**config.mk**
```make
export PLATFORM = sky130hd
export DESIGN_NAME = rxts_prepend
export DESIGN_NICKNAME = d
export VERILOG_FILES = /design/src/rtl/rxts_pkg.sv /design/src/rtl/rxts_ctrl.sv /design/src/rtl/rxts_datapath.sv /design/src/rtl/rxts_prepend.sv
export SDC_FILE = /design/constraint.sdc
export NUM_CORES = 1
export LEC_CHECK = 0
export ABC_AREA = 1
export ABC_CLOCK_PERIOD_IN_PS = 3550
export BUFFER_PORTS_ARGS = -buffer_cell sky130_fd_sc_hd__clkbuf_2
export CAP_MARGIN = 0
export CORE_AREA = 2 2 142 144
export CTS_CLUSTER_DIAMETER = 200
export CTS_CLUSTER_SIZE = 24
export DETAILED_ROUTE_END_ITERATION = 6
export DIE_AREA = 0 0 144 146
export SYNTH_ARGS = -nofsm -noshare
export SYNTH_HDL_FRONTEND = slang
export SYNTH_HIERARCHICAL = 1
export SYNTH_SLANG_ARGS = --single-unit
```
**constraint.sdc**
```tcl
create_clock -name clk -period 3.55 [get_ports clk]
set_input_delay 0.355 -clock clk [delete_from_list [all_inputs] [get_ports clk]]
set_output_delay 0.355 -clock clk [all_outputs]
set_load 0.05 [all_outputs]
```
**src/rtl/rxts_pkg.sv**
```systemverilog
package rxts_pkg;

  // Fixed size of the prepended time header in bytes.
  localparam int HDR_BYTES = 16;
  // Widest header beat index (one-byte beats give 16 header beats).
  localparam int IDX_MAX_W = 4;

  typedef enum logic [1:0] {
    ST_IDLE  = 2'd0,
    ST_HDR   = 2'd1,
    ST_FIRST = 2'd2
  } stateE;

  // Strobes from control to datapath.
  typedef struct packed {
    logic                 emitHdr;
    logic [IDX_MAX_W-1:0] hdrIdx;
    logic                 clearSof;
  } strobeS;

endpackage

```
**src/rtl/rxts_ctrl.sv**
```systemverilog
module rxts_ctrl
  import rxts_pkg::*;
#(
  parameter int HDR_BEATS = 4
) (
  input  logic   clk,
  input  logic   rstN,
  input  logic   inValid,
  input  logic   inSof,
  input  logic   queueEn,
  input  logic   outReady,
  output logic   inReady,
  output logic   outValid,
  output strobeS strb
);

  localparam logic [IDX_MAX_W-1:0] LAST_IDX = IDX_MAX_W'(HDR_BEATS - 1);

  stateE                st, stNext;
  logic [IDX_MAX_W-1:0] cnt, cntNext;
  logic                 trig;

  assign trig = inValid && inSof && queueEn;

  always_comb begin
    stNext   = st;
    cntNext  = cnt;
    strb     = '0;
    inReady  = outReady;
    outValid = inValid;
    unique case (st)
      ST_IDLE: begin
        if (trig) begin
          // Hold the first frame beat and offer header beat 0 instead.
          inReady      = 1'b0;
          outValid     = 1'b1;
          strb.emitHdr = 1'b1;
          strb.hdrIdx  = '0;
          if (outReady) begin
            if (LAST_IDX == '0) begin
              stNext = ST_FIRST;
            end else begin
              stNext  = ST_HDR;
              cntNext = IDX_MAX_W'(1);
            end
          end
        end
      end
      ST_HDR: begin
        inReady      = 1'b0;
        outValid     = 1'b1;
        strb.emitHdr = 1'b1;
        strb.hdrIdx  = cnt;
        if (outReady) begin
          if (cnt == LAST_IDX) begin
            stNext  = ST_FIRST;
            cntNext = '0;
          end else begin
            cntNext = cnt + IDX_MAX_W'(1);
          end
        end
      end
      ST_FIRST: begin
        // Original first beat follows the header; its start marker moves to the header.
        strb.clearSof = 1'b1;
        if (inValid && outReady) stNext = ST_IDLE;
      end
      default: stNext = ST_IDLE;
    endcase
  end

  always_ff @(posedge clk) begin
    if (!rstN) begin
      st  <= ST_IDLE;
      cnt <= '0;
    end else begin
      st  <= stNext;
      cnt <= cntNext;
    end
  end

  // Checker state: header beats accepted for the current frame.
  logic [IDX_MAX_W:0] chkBeats;
  always_ff @(posedge clk) begin
    if (!rstN) chkBeats <= '0;
    else if (strb.emitHdr && outReady) chkBeats <= chkBeats + 1'b1;
    else if (st == ST_FIRST) chkBeats <= '0;
  end

  AST_HDR_HOLD: assert property (@(posedge clk) disable iff (!rstN)
    (st == ST_HDR && !outReady) |=> (st == ST_HDR && $stable(cnt)))
    else $error("header beat moved during stall");

  AST_HDR_LEN: assert property (@(posedge clk) disable iff (!rstN)
    (st == ST_FIRST && $past(st) != ST_FIRST) |-> (chkBeats == (IDX_MAX_W+1)'(HDR_BEATS)))
    else $error("wrong header beat count");

  AST_FIRST_EXIT: assert property (@(posedge clk) disable iff (!rstN)
    (st == ST_FIRST && inValid && outReady) |=> (st == ST_IDLE))
    else $error("first payload beat not released");

endmodule

```
**src/rtl/rxts_datapath.sv**
```systemverilog
module rxts_datapath
  import rxts_pkg::*;
#(
  parameter int DATA_BYTES = 4,
  parameter int HDR_BEATS  = 4
) (
  input  logic                    clk,
  input  logic                    rstN,
  input  logic                    tsEvent,
  input  logic [63:0]             timer0,
  input  logic [63:0]             timer1,
  input  logic                    sel0,
  input  logic                    sel1,
  input  logic [8*DATA_BYTES-1:0] inData,
  input  logic                    inSof,
  input  logic                    inEof,
  input  strobeS                  strb,
  output logic [8*DATA_BYTES-1:0] outData,
  output logic                    outSof,
  output logic                    outEof
);

  localparam int DATA_W = 8 * DATA_BYTES;
  localparam int IDX_W  = (HDR_BEATS > 1) ? $clog2(HDR_BEATS) : 1;

  logic [63:0]          snap0, snap1;
  logic [63:0]          slot0, slot1;
  logic [8*HDR_BYTES-1:0] hdrVec;
  logic [DATA_W-1:0]    hdrWords [HDR_BEATS];
  logic [DATA_W-1:0]    hdrWord;

  // Snapshot both timers on the event pulse; frozen while a header beat is offered.
  always_ff @(posedge clk) begin
    if (!rstN) begin
      snap0 <= '0;
      snap1 <= '0;
    end else if (tsEvent && !strb.emitHdr) begin
      snap0 <= timer0;
      snap1 <= timer1;
    end
  end

  assign slot0  = sel0 ? snap1 : snap0;
  assign slot1  = sel1 ? snap1 : snap0;
  // Little-endian: byte 0 is slot 0 ns LSB, byte 8 starts slot 1.
  assign hdrVec = {slot1, slot0};

  for (genvar k = 0; k < HDR_BEATS; k++) begin : g_word
    assign hdrWords[k] = hdrVec[k*DATA_W +: DATA_W];
  end

  assign hdrWord = hdrWords[strb.hdrIdx[IDX_W-1:0]];

  always_comb begin
    if (strb.emitHdr) begin
      outData = hdrWord;
      outSof  = (strb.hdrIdx == '0);
      outEof  = 1'b0;
    end else begin
      outData = inData;
      outSof  = inSof && !strb.clearSof;
      outEof  = inEof;
    end
  end

  AST_SNAP_FROZEN: assert property (@(posedge clk) disable iff (!rstN)
    strb.emitHdr |=> ($stable(snap0) && $stable(snap1)))
    else $error("snapshot changed during header");

endmodule

```
**src/rtl/rxts_prepend.sv**
```systemverilog
module rxts_prepend
  import rxts_pkg::*;
#(
  parameter int DATA_BYTES = 4,
  parameter int NUM_QUEUES = 4,
  localparam int DATA_W    = 8 * DATA_BYTES,
  localparam int QUEUE_W   = (NUM_QUEUES > 1) ? $clog2(NUM_QUEUES) : 1
) (
  input  logic                  clk,
  input  logic                  rstN,
  input  logic                  tsEvent,
  input  logic [63:0]           timer0,
  input  logic [63:0]           timer1,
  input  logic [NUM_QUEUES-1:0] cfgEnable,
  input  logic [NUM_QUEUES-1:0] cfgSel0,
  input  logic [NUM_QUEUES-1:0] cfgSel1,
  input  logic                  inValid,
  output logic                  inReady,
  input  logic [DATA_W-1:0]     inData,
  input  logic                  inSof,
  input  logic                  inEof,
  input  logic [QUEUE_W-1:0]    inQueue,
  output logic                  outValid,
  input  logic                  outReady,
  output logic [DATA_W-1:0]     outData,
  output logic                  outSof,
  output logic                  outEof
);

  localparam int HDR_BEATS = HDR_BYTES / DATA_BYTES;

  logic   queueEn, qSel0, qSel1;
  strobeS strb;

  if (NUM_QUEUES == 1) begin : g_oneq
    assign queueEn = cfgEnable[0];
    assign qSel0   = cfgSel0[0];
    assign qSel1   = cfgSel1[0];
  end else begin : g_multiq
    assign queueEn = cfgEnable[inQueue];
    assign qSel0   = cfgSel0[inQueue];
    assign qSel1   = cfgSel1[inQueue];
  end

  rxts_ctrl #(.HDR_BEATS(HDR_BEATS)) u_ctrl (
    .clk      (clk),
    .rstN     (rstN),
    .inValid  (inValid),
    .inSof    (inSof),
    .queueEn  (queueEn),
    .outReady (outReady),
    .inReady  (inReady),
    .outValid (outValid),
    .strb     (strb)
  );

  rxts_datapath #(.DATA_BYTES(DATA_BYTES), .HDR_BEATS(HDR_BEATS)) u_dp (
    .clk     (clk),
    .rstN    (rstN),
    .tsEvent (tsEvent),
    .timer0  (timer0),
    .timer1  (timer1),
    .sel0    (qSel0),
    .sel1    (qSel1),
    .inData  (inData),
    .inSof   (inSof),
    .inEof   (inEof),
    .strb    (strb),
    .outData (outData),
    .outSof  (outSof),
    .outEof  (outEof)
  );

endmodule

```
==> results of run 1 <==
-- critical path, stage by stage, from the launching register on --
cell and delay [ps]:
dfxtp_1 360, inv_2 100, nand2_2 110, nor2_4 120, buf_4 610, nand2_1 180
nand2_1 120, nand2_1 60, nand3_1 110, nand2_1 50, clkbuf_2 230
-- cells in the mapped netlist, types with 2 or more instances --
library cell  number  area (um2)
a21oi_1          132       660.6
a21oi_2            2       17.52
buf_1              2       7.510
buf_2             32       160.2
buf_6             14       157.7
clkbuf_1          17       63.81
clkbuf_2           2       10.01
dfxtp_1          134        2683
inv_1            153       574.3
inv_2              5       18.77
nand2_1          358        1344
nand2_2            2       12.51
nand3_1           47       235.2
nor2_1            10       37.54
o21ai_0           66       330.3
o21ai_1           65       325.3
-- registers in the layout, summed over array words and instances (netlist names) --
register    cells
u_dp/snap0     64
u_ctrl/cnt      4
u_dp/snap1     64
u_ctrl/st       2
-- cell type report --
type	instances	area, um2
fillers	2067	10830
repair buffers	228	1224
multi-input cells	690	3063
flip-flops and latches	134	2683
well taps	265	331.6
clock buffers	22	484.2
clock inverters	8	121.4
inverters	159	601.8
-- how the worst max path moves through the flow --
stage / depth (start not counted) / start / to / slack, ps
after global routing: 9 / u_ctrl/st[0] / outData[6] / 520
after floorplan: 10 / inQueue[0] / outSof / 1080
after CTS: 10 / u_ctrl/st[1] / outData[13] / 700
after detailed placement: 11 / inQueue[0] / outData[31] / 1010
after global placement: 11 / inQueue[0] / outData[31] / 1050
final: 10 / u_ctrl/st[1] / outData[13] / 710
-- metrics by stage --
stage	hold slack [ps]	setup slack (ps)	instances	power, mW	instance area [um2]
2_1_floorplan	428.9	1077	1052	2.453	6753
3_3_place_gp	438.6	1052	1476	2.749	7903
3_5_place_dp	443.5	1013	1476	2.758	7903
4_1_cts	192.5	701.7	1506	4.581	8508
5_1_grt	190.2	524.6	1506	4.764	8508
6_report	207.8	708.6	1506	4.533	8508
-- layer usage --
layer,routed length (um),global-route usage [%],vias up,part of all wire (%)
met5,0,0,-,0
met4,552,7.206,0,2.6
met3,1203,5.002,24,5.6
met2,9774,33.12,215,46
met1,9829,25.69,3072,46
li1,-,-,3638,-
-- logic make-up (layout without fill, tap and decap cells) --
group | after synthesis | in the layout | synth area share (%)
adder cells (fa/ha/maj) | 1 | 1 | 0.1853
AND/OR/NAND/NOR | 424 | 424 | 25.18
buffers and inverters | 228 | 417 | 15.16
AO/OA/AOI/OAI | 265 | 265 | 19.75
flip-flops | 134 | 134 | 39.73
-- power groups by stage --
| stage | Clock, mW | Sequential [mW] | Combinational (mW) |
|---|---|---|---|
| 6_report | 1.81 | 1.68 | 1.04 |
| 5_1_grt | 1.92 | 1.69 | 1.16 |
| 4_1_cts | 1.85 | 1.68 | 1.05 |
| 3_5_place_dp | 0 | 1.71 | 1.05 |
| 3_3_place_gp | 0 | 1.71 | 1.04 |
| 2_1_floorplan | 0 | 1.71 | 0.747 |
==> flow_summary_export.csv, run 1 <==
group,metric,value,unit
setup_path,crit_required,3190,ps
setup_path,crit_path_start_kind,"flip-flop",
power,pwr_density_cell,532.8,mW/mm2
cells_and_area,n_antenna_cell,0,
die,die_y,146,um
sta,fmax,351.9,MHz
power,switchingPower,1.405,mW
setup_path,critPathMaxFanout,65,
yosys,syn-num-nets,1234,
status,status,"finished clean",
drt,ant_nets,0,
die,rows,51,
power,p_sw_share,30.99,%
die,dieArea,0.02102,mm2
global_routing,grt_overflow,0,
global_routing,grt_pass1_wl,33.00,mm
sta,fin_crit_sh,80.04,%
die,coreArea,0.01933,mm2
cts,cts_hold_buf,0,
cells_and_area,layout-drive-gt1-share,22.00,%
die,ios,217,
drt,dr.pass1.iters,5,
setup_path,crit_arrival,2490,ps
sta,finalSetupViolations,0,
cts,insertion_delay,410,ps
cts,root_buffer,"clkbuf_16",
yosys,dominantRegCellSynth,"dfxtp_1",
setup_path,rrSetupSlack,1490,ps
placed_design,place_congestion,0.8284,
die,die_w,144,um
global_routing,grt_max_degree,131,
min_path,holdPathStages,3,
cts,numCtsBuffers,17,
drt,routed_wl,21.36,mm
sta,slew_headroom,24.04,%
die,start_util,34.93,%
setup_path,rr_worst_depth,7,
sta,hold_violations,0,
sta,drv_slew,0,
cts,cts_resized,0,
min_path,hold_end,"u_dp/snap0[32]",
yosys,syn_area,0.006753,mm2
power,vdd_drop_max,0.0003227,V
cts,clock-sinks,134,
cts,cts_buffer_depth,2,
cts,clk_pin_slew_worst_paths,60,ps
yosys,ys_types,27,
drt,drt_drc_violations_left,0,
global_routing,antenna_found_initial,0,
cts,postCtsSetupRepairBufs,0,
cts,htree_levels,4,
cells_and_area,final_common_cell,"nand2_1",
yosys,ys_seq_elements,134,
yosys,synth.avg_cell_area,6.419,um2
sta,rsz0062_at_grt,"false",
cells_and_area,mostFrequentLayoutCells,"358 x nand2_1, 215 x clkbuf_2, 152 x inv_1, 134 x dfxtp_1, 131 x a21oi_1",
setup_path,cp-end-kind,"output pin",
cells_and_area,fin_util,44.00,%
sta,finalSetupTns,0,ps
cells_and_area,final_nets,1412,
cts,cts_tree,"yes",
power,comb_power_share,22.9,%
yosys,synth_edf_count,0,
cells_and_area,syn2layout_area_growth,26.00,%
drt,viasPerCell,4.614,
sta,max_slew.worst_pin.slew,1139,ps
global_routing,grt_pass1_vias,6578,
yosys,seq_area_frac_synth,39.73,%
power,intPower,3.129,mW
drt,wl_per_cell,14.18,um
power,clkPwrFrac,40.0,%
power,p_leak,4.358,nW
yosys,syn_inst,1052,
power,seqPwrFrac,37.1,%
placed_design,portBuffers,216,
yosys,ys_async_sr_fraction,0,%
yosys,yosys_warnings,6,
setup_path,path_class,"flip-flop to output pin",
placed_design,place_hpwl,15.05,mm
setup_path,r2r_end,"u_dp/snap0[15]",
flow_run,cap_violations,0,
global_routing,grtUsageTotal,20.21,%
drt,drtIter0Drc,320,
min_path,holdCritPathClass,"primary input to flip-flop",
sta,clock_skew,5.372,ps
min_path,hp-start,"timer0[32]",
drt,via_count,6949,
setup_path,r2r-start,"u_ctrl/st[0]",
sta,min_period,2841,ps
Power figures use the tool's default switching activity.
==> run 2: changes to the inputs <==
--- a/config.mk
+++ b/config.mk
@@ -6,7 +6,7 @@
 export NUM_CORES = 1
 export LEC_CHECK = 0
 export ABC_AREA = 1
-export ABC_CLOCK_PERIOD_IN_PS = 3550
+export ABC_CLOCK_PERIOD_IN_PS = 2930
 export BUFFER_PORTS_ARGS = -buffer_cell sky130_fd_sc_hd__clkbuf_2
 export CAP_MARGIN = 0
 export CORE_AREA = 2 2 142 144
==> constraint.sdc (replaced) <==
create_clock -name clk -period 2.93 [get_ports clk]
set_input_delay 0.293 -clock clk [delete_from_list [all_inputs] [get_ports clk]]
set_output_delay 0.293 -clock clk [all_outputs]
set_load 0.05 [all_outputs]
==> run 2 against run 1 <==
Effect of this change:
- global-route usage shrank 0.35 points
- worst setup slack got worse by 420 ps
- die area unchanged
- clock power is 18% higher
- hold slack lost 59 ps
- final area decreased by 0.10%
- non-clock buffer count grew 2
- cell count up 0.20%
- clock skew grew 0.71 ps
- power is 19% higher
- sequential power rose by 21%
- critical endpoint is now outData[29]
- largest power group unchanged
==> flow_summary_export.csv, run 2 (synthesis gave the netlist of run 1 again) <==
group,metric,value,unit
min_path,holdPathStages,3,
power,vdd_drop_max,0.0003886,V
cts,root_buffer,"clkbuf_16",
global_routing,antenna_found_initial,1,
drt,wl_met2,9.751,mm
min_path,hp-start,"timer0[29]",
placed_design,portBuffers,216,
sta,fin_crit_sh,90.01,%
cells_and_area,fill_cells,2094,
drt,highest_layer,"met5",
global_routing,grtUsageTotal,19.86,%
cts,insertion_delay,410,ps
cts,postCtsSetupRepairBufs,0,
setup_path,cp-end-kind,"output pin",
min_path,holdCritPathClass,"primary input to flip-flop",
setup_path,crit_path_max_incr_delay,470,ps
die,start_util,34.93,%
global_routing,grt_overflow,0,
global_routing,grt_pass1_vias,6526,
die,ios,217,
setup_path,crit_family,"buffers and inverters",
sta,finalSetupViolations,0,
setup_path,cp_common_cell,"nand2_1",
sta,drv_slew,0,
die,coreArea,0.01933,mm2
cts,htree_levels,4,
cts,cts_hold_buf,0,
cells_and_area,layout-drive-gt1-share,22.19,%
placed_design,place_congestion,0.8409,
setup_path,crit_required,2640,ps
setup_path,path_buf_inv,3,
cells_and_area,final_common_cell,"nand2_1",
setup_path,path_class,"flip-flop to output pin",
drt,ant_nets,0,
setup_path,cpMaxStageDelayCell,"buf_4",
global_routing,grt_pass1_wl,32.60,mm
drt,routed_wl,20.88,mm
drt,viasPerCell,4.614,
cts,cts_tree,"yes",
setup_path,critPathMaxFanout,44,
power,pwr_density_cell,637.1,mW/mm2
cts,cts_buffer_depth,2,
setup_path,r2r-start,"u_ctrl/st[0]",
placed_design,place_hpwl,14.87,mm
cts,clock-sinks,134,
cts,cts_resized,0,
cts,clk_pin_slew_worst_paths,60,ps
sta,hold_violations,0,
flow_run,cap_violations,0,
global_routing,grt_max_degree,75,
cells_and_area,seq_area,0.002683,mm2
setup_path,path_cells,"inv_2 -> nand2_2 -> nor2_4 -> buf_4 -> nand2_1 -> nand2_1 -> nand2_1 -> nand3_1 -> nand2_1 -> clkbuf_2",
sta,finalSetupTns,0,ps
setup_path,critPathLaunch,"u_ctrl/st[1]",
cells_and_area,final_nets,1414,
status,status,"finished clean",
sta,clock_skew,6.078,ps
setup_path,crit_path_start_kind,"flip-flop",
sta,min_period,2637,ps
cells_and_area,n_antenna_cell,0,
power,finalPower,5.415,mW
drt,dr.pass1.iters,6,
sta,slew_headroom,63.93,%
setup_path,rr_worst_depth,7,
drt,drt_drc_violations_left,0,
power,p_leak,4.361,nW
drt,wl_per_cell,13.83,um
die,die_w,144,um
drt,met3_length,1.408,mm
drt,wl_met1,9.420,mm
drt,via_count,6963,
cts,numCtsBuffers,17,
cells_and_area,multi_input_area,0.003063,mm2
sta,max_slew.worst_pin.slew,541.0,ps
cells_and_area,top_regs,"u_dp/snap0 x64, u_dp/snap1 x64, u_ctrl/cnt x4",
sta,fmax,379.2,MHz
die,rows,51,
die,dieArea,0.02102,mm2
setup_path,crit_arrival,2340,ps
drt,drtIter0Drc,376,
die,die_y,146,um
cells_and_area,syn2layout_area_growth,25.87,%
sta,rsz0062_at_grt,"false",
setup_path,path_depth,10,
cells_and_area,mostFrequentLayoutCells,"358 x nand2_1, 215 x clkbuf_2, 152 x inv_1, 134 x dfxtp_1, 131 x a21oi_1",
==> run 2: cell types whose count changed in the layout (fill, tap and decap cells not counted), sizes merged <==
cell,delta
buf,+2
clkinv,+2
bufinv,-1
clkbuf,+1
inv,-1
==> run 2: area by class of cell <==
cell class	instances	area share [%]
flip-flops and latches	134	31.56
well taps	265	3.901
clock inverters	8	1.134
repair buffers	230	14.43
clock buffers	23	5.859
inverters	159	7.081
multi-input cells	690	36.04
==> run 2: power breakdown <==
| part | leakage [nW] | total (mW) | internal (mW) | switching [mW] |
|---|---|---|---|---|
| Combinational | 2.95 | 1.24 | 0.374 | 0.864 |
| Sequential | 1.11 | 2.04 | 2.00 | 0.0427 |
| Clock | 0.295 | 2.14 | 1.36 | 0.782 |
==> run 2: per-stage QoR <==
| step | area, um2 | cells | setup WS, ps | hold slack [ps] | util [%] |
|---|---|---|---|---|---|
| global route | 8499 | 1509 | 91.29 | 147.3 | 43.96 |
| floorplan | 6753 | 1052 | 581.4 | 413.4 | - |
| CTS | 8499 | 1509 | 251.8 | 128.6 | 43.96 |
| detailed placement | 7905 | 1478 | 643.8 | 445.0 | 40.89 |
| finish | 8499 | 1509 | 292.6 | 148.4 | 43.96 |
| global placement | 7905 | 1478 | 708.3 | 438.8 | 40.89 |
==> run 2: worst paths after layout <==
check | end | slack [ps]
setup reg to reg | u_dp/snap0[18] | 1050
hold reg to reg | u_dp/snap0[44] | 450
hold / removal | u_dp/snap0[29] | 150
setup / recovery | outData[29] | 290
==> run 2: metal layers <==
| metal | up-vias | track usage [%] |
|---|---|---|
| met5 | - | 0 |
| met4 | 2 | 5.588 |
| met3 | 25 | 4.541 |
| met2 | 216 | 32.60 |
| met1 | 3081 | 26.05 |
| li1 | 3639 | - |
==> run 2: worst register-to-register path, delay by kind of cell, from the launching register on <==
kind                   cells  cell delay, ps
AND/OR/NAND/NOR            1             290
flip-flops                 1             410
buffers and inverters      3             550
AO/OA/AOI/OAI              3             570
